==> src/rtl/pes_pkg.sv <==
package pes_pkg;
  localparam int REG_AW     = 3;
  localparam int NCH        = 2;
  localparam int NIB        = 4;
  localparam int RAW_W      = NCH * NIB;
  localparam int CNT_LSB    = 16;
  localparam int DW         = 32;

  typedef enum logic [REG_AW-1:0] {
    RA_TX_STAT  = 3'd0,
    RA_RX_STAT  = 3'd1,
    RA_IRQ_MASK = 3'd2,
    RA_IRQ_STAT = 3'd3,
    RA_RX_CTL   = 3'd4
  } reg_addr_e;

  // sticky error bit position per channel: tx underrun bit 1, rx overflow bit 2
  function automatic int err_pos(int ch);
    return (ch == 0) ? 1 : 2;
  endfunction
endpackage

==> src/rtl/evt_chan.sv <==
module evt_chan #(
  parameter int CNT_W = 8
) (
  input  logic             clk_i,
  input  logic             rst_ni,
  input  logic             inc_i,
  input  logic             dec_i,
  input  logic             err_set_i,
  input  logic             err_clr_i,
  output logic [CNT_W-1:0] cnt_o,
  output logic             err_o
);
  localparam logic [CNT_W-1:0] CNT_MAX = '1;

  logic [CNT_W-1:0] cnt_q;
  logic             err_q;

  always_ff @(posedge clk_i or negedge rst_ni) begin
    if (!rst_ni) begin
      cnt_q <= '0;
    end else begin
      case ({inc_i, dec_i})
        2'b10:   if (cnt_q != CNT_MAX) cnt_q <= cnt_q + 1'b1;
        2'b01:   if (cnt_q != '0) cnt_q <= cnt_q - 1'b1;
        default: cnt_q <= cnt_q;
      endcase
    end
  end

  // set beats clear
  always_ff @(posedge clk_i or negedge rst_ni) begin
    if (!rst_ni)        err_q <= 1'b0;
    else if (err_set_i) err_q <= 1'b1;
    else if (err_clr_i) err_q <= 1'b0;
  end

  assign cnt_o = cnt_q;
  assign err_o = err_q;
endmodule

==> src/rtl/irq_merge.sv <==
module irq_merge #(
  parameter int W = 8
) (
  input  logic         clk_i,
  input  logic         rst_ni,
  input  logic [W-1:0] raw_i,
  input  logic [W-1:0] mask_i,
  output logic [W-1:0] stat_o,
  output logic         irq_o
);
  logic irq_q;

  assign stat_o = raw_i & mask_i;

  always_ff @(posedge clk_i or negedge rst_ni) begin
    if (!rst_ni) irq_q <= 1'b0;
    else         irq_q <= |stat_o;
  end

  assign irq_o = irq_q;
endmodule

==> src/rtl/pkt_evt_status.sv <==
module pkt_evt_status
  import pes_pkg::*;
#(
  parameter int CNT_W = 8
) (
  input  logic              clk_i,
  input  logic              rst_ni,
  input  logic              tx_sent_i,
  input  logic              tx_underrun_i,
  input  logic              rx_rcvd_i,
  input  logic              rx_overflow_i,
  input  logic              reg_wr_i,
  input  logic [REG_AW-1:0] reg_addr_i,
  input  logic [DW-1:0]     reg_wdata_i,
  output logic [DW-1:0]     reg_rdata_o,
  output logic              rx_dma_en_o,
  output logic              irq_o
);
  logic [NCH-1:0]   ev_cnt, ev_err, hit, err;
  logic [CNT_W-1:0] cnt [NCH];
  logic [DW-1:0]    stat_w [NCH];
  logic [RAW_W-1:0] raw, irq_stat, mask_q;
  logic             rx_en_q;
  logic             unused_wdata;

  assign ev_cnt = {rx_rcvd_i, tx_sent_i};
  assign ev_err = {rx_overflow_i, tx_underrun_i};
  assign unused_wdata = ^reg_wdata_i[DW-1:RAW_W];

  for (genvar i = 0; i < NCH; i++) begin : g_ch
    localparam logic [REG_AW-1:0] CH_ADDR = (i == 0) ? REG_AW'(RA_TX_STAT) : REG_AW'(RA_RX_STAT);
    localparam int EP = err_pos(i);

    assign hit[i] = reg_wr_i && (reg_addr_i == CH_ADDR);

    evt_chan #(.CNT_W(CNT_W)) u_chan (
      .clk_i     (clk_i),
      .rst_ni    (rst_ni),
      .inc_i     (ev_cnt[i]),
      .dec_i     (hit[i] && reg_wdata_i[0]),
      .err_set_i (ev_err[i]),
      .err_clr_i (hit[i] && reg_wdata_i[EP]),
      .cnt_o     (cnt[i]),
      .err_o     (err[i])
    );

    always_comb begin
      stat_w[i]                  = '0;
      stat_w[i][CNT_LSB +: CNT_W] = cnt[i];
      stat_w[i][0]               = |cnt[i];
      stat_w[i][EP]              = err[i];
    end

    assign raw[i*NIB +: NIB] = stat_w[i][NIB-1:0];
  end

  always_ff @(posedge clk_i or negedge rst_ni) begin
    if (!rst_ni) begin
      mask_q  <= '0;
      rx_en_q <= 1'b0;
    end else begin
      if (reg_wr_i && reg_addr_i == RA_IRQ_MASK) mask_q <= reg_wdata_i[RAW_W-1:0];
      if (rx_overflow_i)                         rx_en_q <= 1'b0;
      else if (reg_wr_i && reg_addr_i == RA_RX_CTL) rx_en_q <= reg_wdata_i[0];
    end
  end

  irq_merge #(.W(RAW_W)) u_irq (
    .clk_i  (clk_i),
    .rst_ni (rst_ni),
    .raw_i  (raw),
    .mask_i (mask_q),
    .stat_o (irq_stat),
    .irq_o  (irq_o)
  );

  always_comb begin
    case (reg_addr_i)
      RA_TX_STAT:  reg_rdata_o = stat_w[0];
      RA_RX_STAT:  reg_rdata_o = stat_w[1];
      RA_IRQ_MASK: reg_rdata_o = {{(DW-RAW_W){1'b0}}, mask_q};
      RA_IRQ_STAT: reg_rdata_o = {{(DW-RAW_W){1'b0}}, irq_stat};
      RA_RX_CTL:   reg_rdata_o = {{(DW-1){1'b0}}, rx_en_q};
      default:     reg_rdata_o = '0;
    endcase
  end

  assign rx_dma_en_o = rx_en_q;
endmodule

==> config.mk <==
export PLATFORM = sky130hd
export DESIGN_NAME = pkt_evt_status
export DESIGN_NICKNAME = d
export VERILOG_FILES = /design/src/rtl/pes_pkg.sv /design/src/rtl/evt_chan.sv /design/src/rtl/irq_merge.sv /design/src/rtl/pkt_evt_status.sv
export SDC_FILE = /design/constraint.sdc
export NUM_CORES = 1
export LEC_CHECK = 0
export BUFFER_PORTS_ARGS = -buffer_cell sky130_fd_sc_hd__buf_2
export CORE_MARGIN = 5
export CORE_UTILIZATION = 40
export CTS_BUF_LIST = sky130_fd_sc_hd__clkbuf_2
export CTS_CLUSTER_DIAMETER = 60
export CTS_CLUSTER_SIZE = 30
export DETAILED_ROUTE_END_ITERATION = 12
export GPL_ROUTABILITY_DRIVEN = 0
export GPL_TIMING_DRIVEN = 0
export PLACE_DENSITY = 0.65
export SKIP_LAST_GASP = 1
export SYNTH_ARGS = -nofsm -noshare
export SYNTH_HDL_FRONTEND = slang
export SYNTH_SLANG_ARGS = --single-unit
==> constraint.sdc <==
create_clock -name clk_i -period 2.7 [get_ports clk_i]
set_input_delay 0.405 -clock clk_i [delete_from_list [all_inputs] [get_ports clk_i]]
set_output_delay 0.405 -clock clk_i [all_outputs]
set_load 0.005 [all_outputs]
==> results.py, run 1 <==
metrics = {
    "power_and_ir_drop": {
        "power_density_nw_per_um2": 691,
        "total_leakage_power_nw": 1.30,
        "vdd_drop_max_uv": 268,
    },
    "critical_path": {
        "worst-path-buf-inv": 3,
        "cp_top_family": "compound AO/OA/AOI/OAI gates",
        "crit_fanout": 10,
        "critical_path_cell_sequence": "buf_2, nor3b_2, and3_4, ha_1, clkbuf_4, buf_4, xor2_1, ha_1, a21boi_1, o22ai_2, o211a_1, o31ai_4, xnor2_1",
        "crit_required_ns": 3.04,
        "end_kind": "register",
        "critPathSlowestCell": "o211a_1",
        "worst_path_largest_cell_delay_ns": 0.27,
        "start_kind": "input port",
        "crit-reg2reg-launch": "g_ch[1].u_chan.cnt_o[1]",
        "r2r.worst_path.cells": 8,
        "rrSetupSlack_ns": 0.70,
        "crit_top_cell": "ha_1",
        "crit-reg2reg-capture": "g_ch[1].u_chan.cnt_o[6]",
        "arrival_ns": 2.90,
        "path_class": "in -> reg",
    },
    "global_route": {
        "antenna_found_initial": 0,
        "grt_overflow_total": 0,
        "pin_count_of_the_biggest_net_entering_global_routing": 29,
        "grt_pass1_vias": 1826,
        "track_usage": 0.147,
        "global_route_wire_length_before_repair_um": 8980,
    },
    "placement": {
        "detailed_placement_hpwl_um": 4080,
        "worst_setup_slack_before_clock_tree_synthesis_ns": -0.552,
        "placedInstanceArea_um2": 2680,
        "dp_cells": 375,
        "port_buffers": 33,
    },
    "sta": {
        "timing.final.crit_share": 0.947,
        "slew_margin_rel": 0.572,
        "finalHoldViolations": 0,
        "layout_min_cycle_time_ns": 2.56,
        "totalNegativeSetupSlack_ns": 0,
        "maxSlewViolCount": 0,
        "fin_skew_ns": 0.00794,
        "post-route-worst-setup-slack_ns": 0.142,
        "fmax_mhz": 391,
        "setup_viol_count_final": 0,
        "rsz0062_at_grt": "false",
        "tightestPinTransition_ns": 0.642,
    },
    "worst_hold_path": {
        "min_delay_path_depth": 2,
        "worst_hold_startpoint": "rx_overflow_i",
        "hold_path_end": "rx_dma_en_o",
        "hp-class": "in -> reg",
    },
    "cells_and_area": {
        "fin_nets": 360,
        "post_route_cells_drive_above_1_share": 0.298,
        "fin_cells": 381,
        "num_antenna_cells": 0,
        "layout-area-overhead-vs-synth_pct": 18.5,
        "final_design_area_no_fill_um2": 2780,
    },
    "synthesis": {
        "synth_area_um2": 2340,
        "yosys_warnings": 0,
        "synth.area.top_cells": "dfrtp_1, buf_4, xor2_1",
        "synth_commonest_cells": "dfrtp_1, buf_4, nor2_1, xor2_1, a21oi_1",
        "synthArstFlopShare": 1.00,
        "post-synth-top-area-cell": "dfrtp_1",
        "synth-main-ff-cell": "dfrtp_1",
        "number_of_enable_flip_flop_cells_after_synthesis": 0,
        "synth_most_common_cell": "dfrtp_1",
        "syn_inst": 255,
        "synth_top_cell_area_share": 0.299,
        "synthesis.area_per_instance_um2": 9.19,
        "ys_types": 59,
        "yosys_register_bits": 28,
        "synth-seq-area-share": 0.299,
    },
    "route": {
        "highest_signal_layer": "met4",
        "detailroute.wirelength.met3_um": 281,
        "drt-pass1-iter-count": 4,
        "detail_route.drc_violations": 0,
        "routed_length_on_met1_um": 2420,
        "routed_wire_length_per_instance_um": 14.2,
        "total_number_of_vias": 2001,
        "wirelength_um": 5430,
        "routed-wl-met2_um": 2670,
        "vias_per_cell": 5.25,
        "number_of_antenna_violating_nets_in_the_routed_design": 0,
        "detail_route.iter0.violations": 101,
    },
    "clock_tree": {
        "htree_num_levels": 1,
        "clkLatencyLatePin_ns": 0.39,
        "clk_pin_slew_ns": 0.27,
        "cts_tree": "done",
        "clkSinkCount": 28,
        "cts_made_buffers": 3,
        "ctsRootBufferMaster": "clkbuf_2",
        "cts_max_path_buffers": 2,
    },
    "die": {
        "initial_core_util": 0.418,
        "rows": 27,
        "io_pins": 76,
        "chipHeight_um": 86.5,
        "die_area_um2": 7490,
        "design.core.area_um2": 5610,
        "floorplan.die.width_um": 86.5,
    },
    "flow_run": {
        "max_cap_viol_count": 0,
    },
    "outcome": {
        "run_status": "finished clean",
    },
}
## per-stage QoR
step | util | hold WS (ns) | power (W)
4_1_cts | 0.489 | 0.114 | 0.00191
5_1_grt | 0.495 | 0.101 | 0.00207
3_5_place_dp | 0.477 | 0.474 | 0.00165
2_1_floorplan | - | 0.109 | 0.00142
3_3_place_gp | 0.477 | 0.463 | 0.00163
6_report | 0.495 | 0.145 | 0.00192
## state kept, by name, summed over array words and instances, names as in the netlist
register           count
g_ch.u_chan.cnt_o     16
mask_q                 8
g_ch.u_chan.err_o      2
rx_dma_en_o            1
u_irq.irq_o            1
## final cells by class
class | instances | area (um2)
plain buffers | 36 | 241
inverters | 8 | 30.0
clock inverters | 1 | 30.0
fillers | 555 | 2830
flip-flops and latches | 28 | 701
clock buffers | 3 | 15.0
well taps | 72 | 90.1
repair buffers | 35 | 183
multi-input cells | 198 | 1490
## layer usage
metal  global-route usage  vias to the layer above
li1                     -                      993
met1                0.196                      952
met2                0.252                       51
met3               0.0190                        5
met4               0.0382                        0
met5                    0                        -
## layout by cell type (no fill, tap or decap), types with 4 or more instances in the layout
cell type and instances:
xor2_1 15, mux2i_1 4, a21boi_1 4, o21ai_1 6, o21ai_0 5, ha_1 8, mux2_1 10, nor2_1 16
buf_2 42, a22o_1 8, inv_1 8, buf_4 21, nand3_1 9, dfrtp_1 28, a21oi_1 14, clkbuf_2 4
nor2b_1 5, nand2_1 9, nand3b_1 5, conb_1 16, and2_1 6
## power by group
| part | switching [W] | internal, W |
|---|---|---|
| Sequential | 0.000142 | 0.000568 |
| Combinational | 0.000520 | 0.000427 |
| Clock | 0.000134 | 0.000127 |
| Total | 0.000796 | 0.00112 |
## worst max path at each step
stage	from	end	slack, ns	cells past startpoint
floorplan	reg_addr_i[1]	g_ch[0].u_chan.cnt_o[6]	-0.03	13
global route	reg_addr_i[1]	g_ch[1].u_chan.cnt_o[6]	0.007	13
CTS	reg_addr_i[0]	g_ch[0].u_chan.cnt_o[6]	0.08	14
detailed placement	reg_addr_i[0]	g_ch[0].u_chan.cnt_o[6]	-0.55	14
global placement	reg_addr_i[0]	g_ch[0].u_chan.cnt_o[6]	-0.52	14
finish	reg_addr_i[1]	g_ch[1].u_chan.cnt_o[6]	0.14	13
## cells by family (layout without fill, tap and decap cells)
kind of cell / Yosys count / count (layout) / synth area share
AOI/OAI and AO/OA: 59 / 59 / 0.188
xor gates and xnor gates: 17 / 17 / 0.0636
adders and majority gates: 8 / 8 / 0.0427
buffers and inverters: 44 / 83 / 0.111
DFF: 28 / 28 / 0.299
muxes: 14 / 14 / 0.0652
other: 1 / 16 / 0.00160
and+or+nand+nor: 84 / 84 / 0.229
## repair_timing
action,4_1_cts,5_1_grt
setup buffers,1,0
setup endpoints to repair,2,4
resized for setup,0,11
cloned,0,0
hold endpoints to repair,16,0
pin swaps,1,0
hold buffers,1,0
(Power assumes the default switching activity.)
==> inputs of run 2 (changes only) <==
--- a/config.mk
+++ b/config.mk
@@ -5,16 +5,15 @@
 export SDC_FILE = /design/constraint.sdc
 export NUM_CORES = 1
 export LEC_CHECK = 0
-export BUFFER_PORTS_ARGS = -buffer_cell sky130_fd_sc_hd__buf_2
 export CORE_MARGIN = 5
 export CORE_UTILIZATION = 40
 export CTS_BUF_LIST = sky130_fd_sc_hd__clkbuf_2
 export CTS_CLUSTER_DIAMETER = 60
 export CTS_CLUSTER_SIZE = 30
 export DETAILED_ROUTE_END_ITERATION = 12
+export DONT_BUFFER_PORTS = 1
 export GPL_ROUTABILITY_DRIVEN = 0
 export GPL_TIMING_DRIVEN = 0
-export PLACE_DENSITY = 0.65
 export SKIP_LAST_GASP = 1
 export SYNTH_ARGS = -nofsm -noshare
 export SYNTH_HDL_FRONTEND = slang
==> run 2 against run 1 <==
  * Global-route usage decreased by 0.059 points
  * Routed wire length increased by 0.53%
  * Clock-buffer cell count unchanged
  * Critical path depth unchanged
  * Final cell count decreased by 8.1%
  * Maximum frequency increased by 1.7%
  * Total power decreased by 1.2%
  * Non-clock buffer count decreased by 31
  * Register-to-register slack about the same
  * Flip-flop and latch count unchanged
  * Sequential share of layout area increased by 1.6 points
  * Core utilization decreased by 2.9 points
  * Largest cell class unchanged
  * Largest power group unchanged
==> results.py, run 2 (synthesis gave the netlist of run 1 again) <==
metrics = {
    "route": {
        "wirelength_um": 5460,
        "detail_route.iter0.violations": 92,
        "drt-pass1-iter-count": 4,
        "vias_per_cell": 5.33,
        "routed_wire_length_per_instance_um": 15.6,
        "total_number_of_vias": 1864,
        "number_of_antenna_violating_nets_in_the_routed_design": 0,
        "detail_route.drc_violations": 0,
    },
    "critical_path": {
        "crit-reg2reg-launch": "g_ch[1].u_chan.cnt_o[1]",
        "crit_fanout": 10,
        "r2r.worst_path.cells": 8,
        "setup.worst_path.end": "g_ch[1].u_chan.cnt_o[6]",
        "arrival_ns": 2.89,
        "rrSetupSlack_ns": 0.70,
        "end_kind": "register",
        "crit_required_ns": 3.07,
        "crit-reg2reg-capture": "g_ch[1].u_chan.cnt_o[6]",
        "path_class": "in -> reg",
        "critPathLaunch": "reg_addr_i[1]",
        "start_kind": "input port",
    },
    "power_and_ir_drop": {
        "total_leakage_power_nw": 1.15,
        "power_density_nw_per_um2": 726,
        "vdd_drop_max_uv": 379,
    },
    "clock_tree": {
        "clkSinkCount": 28,
        "htree_num_levels": 1,
        "ctsRootBufferMaster": "clkbuf_2",
        "cts_made_buffers": 3,
        "clkLatencyLatePin_ns": 0.41,
        "cts_tree": "done",
        "clk_pin_slew_ns": 0.32,
        "cts_max_path_buffers": 2,
    },
    "sta": {
        "timing.final.crit_share": 0.932,
        "slew_margin_rel": 0.651,
        "tightestPinTransition_ns": 0.520,
        "layout_min_cycle_time_ns": 2.52,
        "final.hold.worst_slack_ns": 0.0542,
        "totalNegativeSetupSlack_ns": 0,
        "post-route-worst-setup-slack_ns": 0.185,
        "fin_skew_ns": 0.0327,
        "finalHoldViolations": 0,
        "setup_viol_count_final": 0,
        "fmax_mhz": 398,
        "maxSlewViolCount": 0,
    },
    "die": {
        "die_area_um2": 7490,
        "floorplan.die.width_um": 86.5,
        "initial_core_util": 0.418,
        "design.core.area_um2": 5610,
        "io_pins": 76,
        "chipHeight_um": 86.5,
        "rows": 27,
    },
    "cells_and_area": {
        "fin_cells": 350,
        "fin_nets": 329,
        "number_of_flip_flops_under_the_largest_register_name": 16,
        "layout-area-overhead-vs-synth_pct": 11.4,
        "most_common_cell_after_layout_fill_and_taps_aside": "dfrtp_1",
        "fin_util": 0.465,
        "post_route_cells_drive_above_1_share": 0.205,
        "most_frequent_cells_in_the_layout": "dfrtp_1, buf_4, nor2_1, conb_1, xor2_1",
        "num_antenna_cells": 0,
    },
    "placement": {
        "worst_setup_slack_before_clock_tree_synthesis_ns": -0.378,
        "port_buffers": 0,
        "dp_cells": 342,
        "detailed_placement_hpwl_um": 4010,
    },
    "flow_run": {
        "max_cap_viol_count": 0,
    },
    "global_route": {
        "grt_pass1_vias": 1756,
        "track_usage": 0.147,
        "grt_overflow_total": 0,
        "global_route_wire_length_before_repair_um": 8990,
        "antenna_found_initial": 0,
        "pin_count_of_the_biggest_net_entering_global_routing": 29,
    },
    "outcome": {
        "run_status": "finished clean",
    },
    "worst_hold_path": {
        "hp-class": "in -> reg",
    },
}
-- run 2: report_power, final --
group | internal (W) | total (W) | switching, W
Combinational | 0.000399 | 0.000905 | 0.000506
Sequential | 0.000568 | 0.000717 | 0.000149
Clock | 0.000127 | 0.000271 | 0.000144
-- run 2: layout make-up --
type | instances | area (um2)
Clock inverter | 1 | 30.0
Sequential cell | 28 | 701
Timing Repair Buffer | 4 | 47.5
Inverter | 8 | 30.0
Buffer | 36 | 241
Fill cell | 555 | 3000
Tap cell | 72 | 90.1
Clock buffer | 3 | 15.0
Multi-Input combinational cell | 198 | 1460
-- run 2: through the flow --
stage | power [W] | area [um2]
6_report | 0.00189 | 2610
5_1_grt | 0.00204 | 2610
4_1_cts | 0.00189 | 2600
3_5_place_dp | 0.00161 | 2510
3_3_place_gp | 0.00159 | 2510
2_1_floorplan | 0.00142 | 2420
-- run 2: how the worst min path moves through the flow --
| stage | startpoint | slack (ns) | depth (start not counted) | to |
|---|---|---|---|---|
| floorplan | rst_ni | 0.11 | 0 | g_ch[0].u_chan.cnt_o[0] |
| global placement | rst_ni | 0.11 | 0 | g_ch[0].u_chan.cnt_o[4] |
| detailed placement | rst_ni | 0.11 | 0 | g_ch[0].u_chan.cnt_o[0] |
| CTS | tx_underrun_i | 0.05 | 1 | g_ch[0].u_chan.err_o |
| global route | rx_overflow_i | 0.01 | 1 | g_ch[1].u_chan.err_o |
| finish | tx_underrun_i | 0.05 | 1 | g_ch[0].u_chan.err_o |
-- run 2: worst max-delay path, cell delays in order --
cell and delay (ns):
buf_2 0.17, nor3b_2 0.20, and3_2 0.23, ha_1 0.14, clkbuf_4 0.19, buf_4 0.20, xor2_1 0.16, ha_1 0.19
a21boi_1 0.16, o22ai_1 0.14, o211a_1 0.26, o31ai_2 0.28, xnor2_1 0.15
-- run 2: what timing repair did --
action	in CTS	in global routing
hold endpoints to repair	29	0
setup endpoints to repair	0	4
hold buffers	3	0
gates resized for setup	0	4
setup buffers	0	1
-- run 2: per-layer routing --
layer  wire length, um  GRT usage  share of wire
met1              2540      0.203           0.47
met2              2580      0.239           0.47
met3               299     0.0257          0.055
met4                31     0.0340         0.0057
met5                 0          0              0
==> inputs of run 3 (changes only) <==
--- a/config.mk
+++ b/config.mk
@@ -5,16 +5,18 @@
 export SDC_FILE = /design/constraint.sdc
 export NUM_CORES = 1
 export LEC_CHECK = 0
+export BUFFER_PORTS_ARGS = -buffer_cell sky130_fd_sc_hd__buf_2
 export CORE_MARGIN = 5
 export CORE_UTILIZATION = 40
 export CTS_BUF_LIST = sky130_fd_sc_hd__clkbuf_2
 export CTS_CLUSTER_DIAMETER = 60
 export CTS_CLUSTER_SIZE = 30
 export DETAILED_ROUTE_END_ITERATION = 12
-export DONT_BUFFER_PORTS = 1
 export GPL_ROUTABILITY_DRIVEN = 0
 export GPL_TIMING_DRIVEN = 0
+export PLACE_DENSITY = 0.66
 export SKIP_LAST_GASP = 1
 export SYNTH_ARGS = -nofsm -noshare
 export SYNTH_HDL_FRONTEND = slang
+export SYNTH_HIERARCHICAL = 1
 export SYNTH_SLANG_ARGS = --single-unit
==> run 3 against run 2 <==
  * Synthesized cell count down 15%
  * Sequential power up 8.9%
  * Critical path depth down 6
  * Clock-buffer cell count unchanged
==> results.py, run 3 <==
metrics = {
    "outcome": {
        "run_status": "finished clean",
    },
    "sta": {
        "rsz0062_at_grt": "false",
        "maxSlewViolCount": 0,
        "fmax_mhz": 400,
        "tightestPinTransition_ns": 0.666,
        "fin_skew_ns": 0.0196,
        "post-route-worst-setup-slack_ns": 0.197,
        "layout_min_cycle_time_ns": 2.50,
        "slew_margin_rel": 0.556,
        "timing.final.crit_share": 0.927,
        "finalHoldViolations": 0,
        "setup_viol_count_final": 0,
    },
    "critical_path": {
        "cp_top_family": "simple AND/OR/NAND/NOR gates",
        "crit-reg2reg-capture": "u_irq/irq_o",
        "critical_path_cell_sequence": "nor4_2, nand2_1, and2_4, mux2i_1, o21ai_1, a311o_1, buf_2",
        "worst_path_largest_cell_delay_ns": 0.50,
        "arrival_ns": 2.10,
        "crit_required_ns": 2.30,
        "crit_fanout": 5,
        "r2r.worst_path.cells": 5,
        "rrSetupSlack_ns": 0.51,
        "start_kind": "register",
        "critPathSlowestCell": "dfrtp_1",
        "path_class": "reg -> out",
        "crit-reg2reg-launch": "g_ch[0].u_chan/cnt_o[6]",
        "end_kind": "primary output",
        "worst-path-buf-inv": 1,
    },
    "cells_and_area": {
        "num_antenna_cells": 0,
        "number_of_flip_flops_under_the_largest_register_name": 16,
        "final_design_area_no_fill_um2": 2590,
        "fin_cells": 350,
        "most_frequent_cells_in_the_layout": "buf_2, dfrtp_1, buf_4, nor2_1, conb_1",
        "fin_nets": 325,
        "layout-area-overhead-vs-synth_pct": 19.9,
        "fin_util": 0.502,
        "layout.filler_cells": 494,
        "post_route_cells_drive_above_1_share": 0.339,
        "most_common_cell_after_layout_fill_and_taps_aside": "buf_2",
    },
    "clock_tree": {
        "clkLatencyLatePin_ns": 0.39,
        "cts_tree": "done",
        "htree_num_levels": 1,
        "cts_made_buffers": 3,
        "clkSinkCount": 28,
        "ctsRootBufferMaster": "clkbuf_2",
        "cts_max_path_buffers": 2,
        "clk_pin_slew_ns": 0.29,
    },
    "synthesis": {
        "synth_top_cell_area_share": 0.324,
        "yosys_register_bits": 28,
        "post-synth-top-area-cell": "dfrtp_1",
        "synth.area.top_cells": "dfrtp_1, mux2_4, mux2i_1",
        "synthesis.area_per_instance_um2": 9.93,
        "number_of_enable_flip_flop_cells_after_synthesis": 0,
        "syn_inst": 218,
        "ys_types": 43,
        "yosys_warnings": 6,
        "synth_most_common_cell": "dfrtp_1",
        "synthArstFlopShare": 1.00,
        "synth-main-ff-cell": "dfrtp_1",
        "synth_commonest_cells": "dfrtp_1, nor2_1, buf_4, mux2i_1, xor2_1",
        "synth-seq-area-share": 0.324,
        "synth_area_um2": 2160,
    },
    "route": {
        "number_of_antenna_violating_nets_in_the_routed_design": 0,
        "drt-pass1-iter-count": 4,
        "wirelength_um": 4790,
        "vias_per_cell": 4.99,
        "detail_route.drc_violations": 0,
        "total_number_of_vias": 1746,
        "detail_route.iter0.violations": 64,
        "routed_wire_length_per_instance_um": 13.7,
    },
    "power_and_ir_drop": {
        "vdd_drop_max_uv": 603,
        "switching_share": 0.394,
        "seqPwrFrac": 0.434,
        "net_switching_power_figure_w": 0.000708,
        "p_int_w": 0.00109,
        "p_clk_frac": 0.146,
        "power_density_nw_per_um2": 693,
        "total_power_w": 0.00180,
        "comb_power_share": 0.420,
        "total_leakage_power_nw": 1.28,
    },
    "placement": {
        "dp_cells": 341,
        "detailed_placement_hpwl_um": 3530,
        "port_buffers": 34,
        "worst_setup_slack_before_clock_tree_synthesis_ns": -0.147,
        "placedInstanceArea_um2": 2490,
    },
    "die": {
        "chipHeight_um": 83.6,
        "initial_core_util": 0.418,
        "floorplan.die.width_um": 83.6,
        "io_pins": 76,
        "design.core.area_um2": 5170,
        "die_area_um2": 6980,
        "rows": 26,
    },
    "global_route": {
        "track_usage": 0.139,
        "grt_overflow_total": 0,
        "global_route_wire_length_before_repair_um": 8210,
        "pin_count_of_the_biggest_net_entering_global_routing": 29,
        "grt_pass1_vias": 1666,
        "antenna_found_initial": 0,
    },
    "worst_hold_path": {
        "hp-class": "in -> reg",
        "hold_path_end": "rx_dma_en_o",
        "worst_hold_startpoint": "rx_overflow_i",
        "min_delay_path_depth": 2,
    },
    "flow_run": {
        "max_cap_viol_count": 0,
    },
}
## run 3: changes by cell type after synthesis, sizes merged, moves of 6 or more
cell	previous run	this run
nand4	3	10
buf	31	25
mux2i	4	15
a22oi	0	10
ha	8	2
a22o	8	0
o21ai	11	1
or4	0	6
a21oi	16	8
## run 3: through the flow
stage,hold slack [ns],TNS [ns]
after floorplan,0.109,0
after global placement,0.481,-0.484
after detailed placement,0.487,-0.451
after CTS,0.112,0
after global routing,0.0780,0
final,0.133,0
## run 3: area by class of cell
type | instances | area (um2) | area share
Inverter | 6 | 22.5 | 0.00868
Sequential cell | 28 | 702 | 0.270
Clock inverter | 1 | 30.0 | 0.0116
Timing Repair Buffer | 39 | 210 | 0.0810
Multi-Input combinational cell | 176 | 1310 | 0.504
Tap cell | 70 | 87.6 | 0.0338
Buffer | 27 | 220 | 0.0849
Clock buffer | 3 | 15.0 | 0.00579
## run 3: power groups by stage
stage | combinational [W] | clock (W) | sequential [W]
finish | 0.000756 | 0.000262 | 0.000781
floorplan | 0.000556 | 0 | 0.000723
global placement | 0.000681 | 0 | 0.000783
CTS | 0.000692 | 0.000275 | 0.000776
detailed placement | 0.000686 | 0 | 0.000785
global route | 0.000842 | 0.000293 | 0.000814
## run 3: kinds of logic (layout without fill, tap and decap cells)
group,after synthesis,count (layout),synth area share
buffers and inverters,33,76,0.112
AO/OA/AOI/OAI,27,27,0.110
XOR/XNOR,14,14,0.0566
other,1,20,0.00173
adder cells (fa/ha/maj),2,2,0.0116
multiplexers,27,27,0.149
flip-flops,28,28,0.324
AND/OR/NAND/NOR,86,86,0.235
## run 3: routing by layer
metal	vias to the layer above	part of all wire	global-route usage
met5	-	0	0
met4	0	0.0031	0.0205
met3	2	0.059	0.0375
met2	51	0.45	0.208
met1	809	0.49	0.204
li1	884	-	-
## run 3: worst max path at each step
stage          slack (ns)                    start                       to  depth (start not counted)
6_report             0.20  g_ch[0].u_chan/cnt_o[6]           reg_rdata_o[0]                          7
5_1_grt             0.005  g_ch[0].u_chan/cnt_o[6]           reg_rdata_o[0]                          7
4_1_cts             0.001  g_ch[0].u_chan/cnt_o[0]           reg_rdata_o[0]                          7
3_5_place_dp        -0.15            reg_addr_i[0]  g_ch[1].u_chan/cnt_o[4]                         12
3_3_place_gp        -0.14            reg_addr_i[0]  g_ch[1].u_chan/cnt_o[4]                         12
2_1_floorplan        0.36            reg_addr_i[0]  g_ch[1].u_chan/cnt_o[6]                         11
## run 3: repair_timing
item,CTS,global route
endpoints found under the hold margin,16,0
gates resized for setup,0,3
buffers inserted,0,4
hold buffers,1,0
setup endpoints to repair,0,2
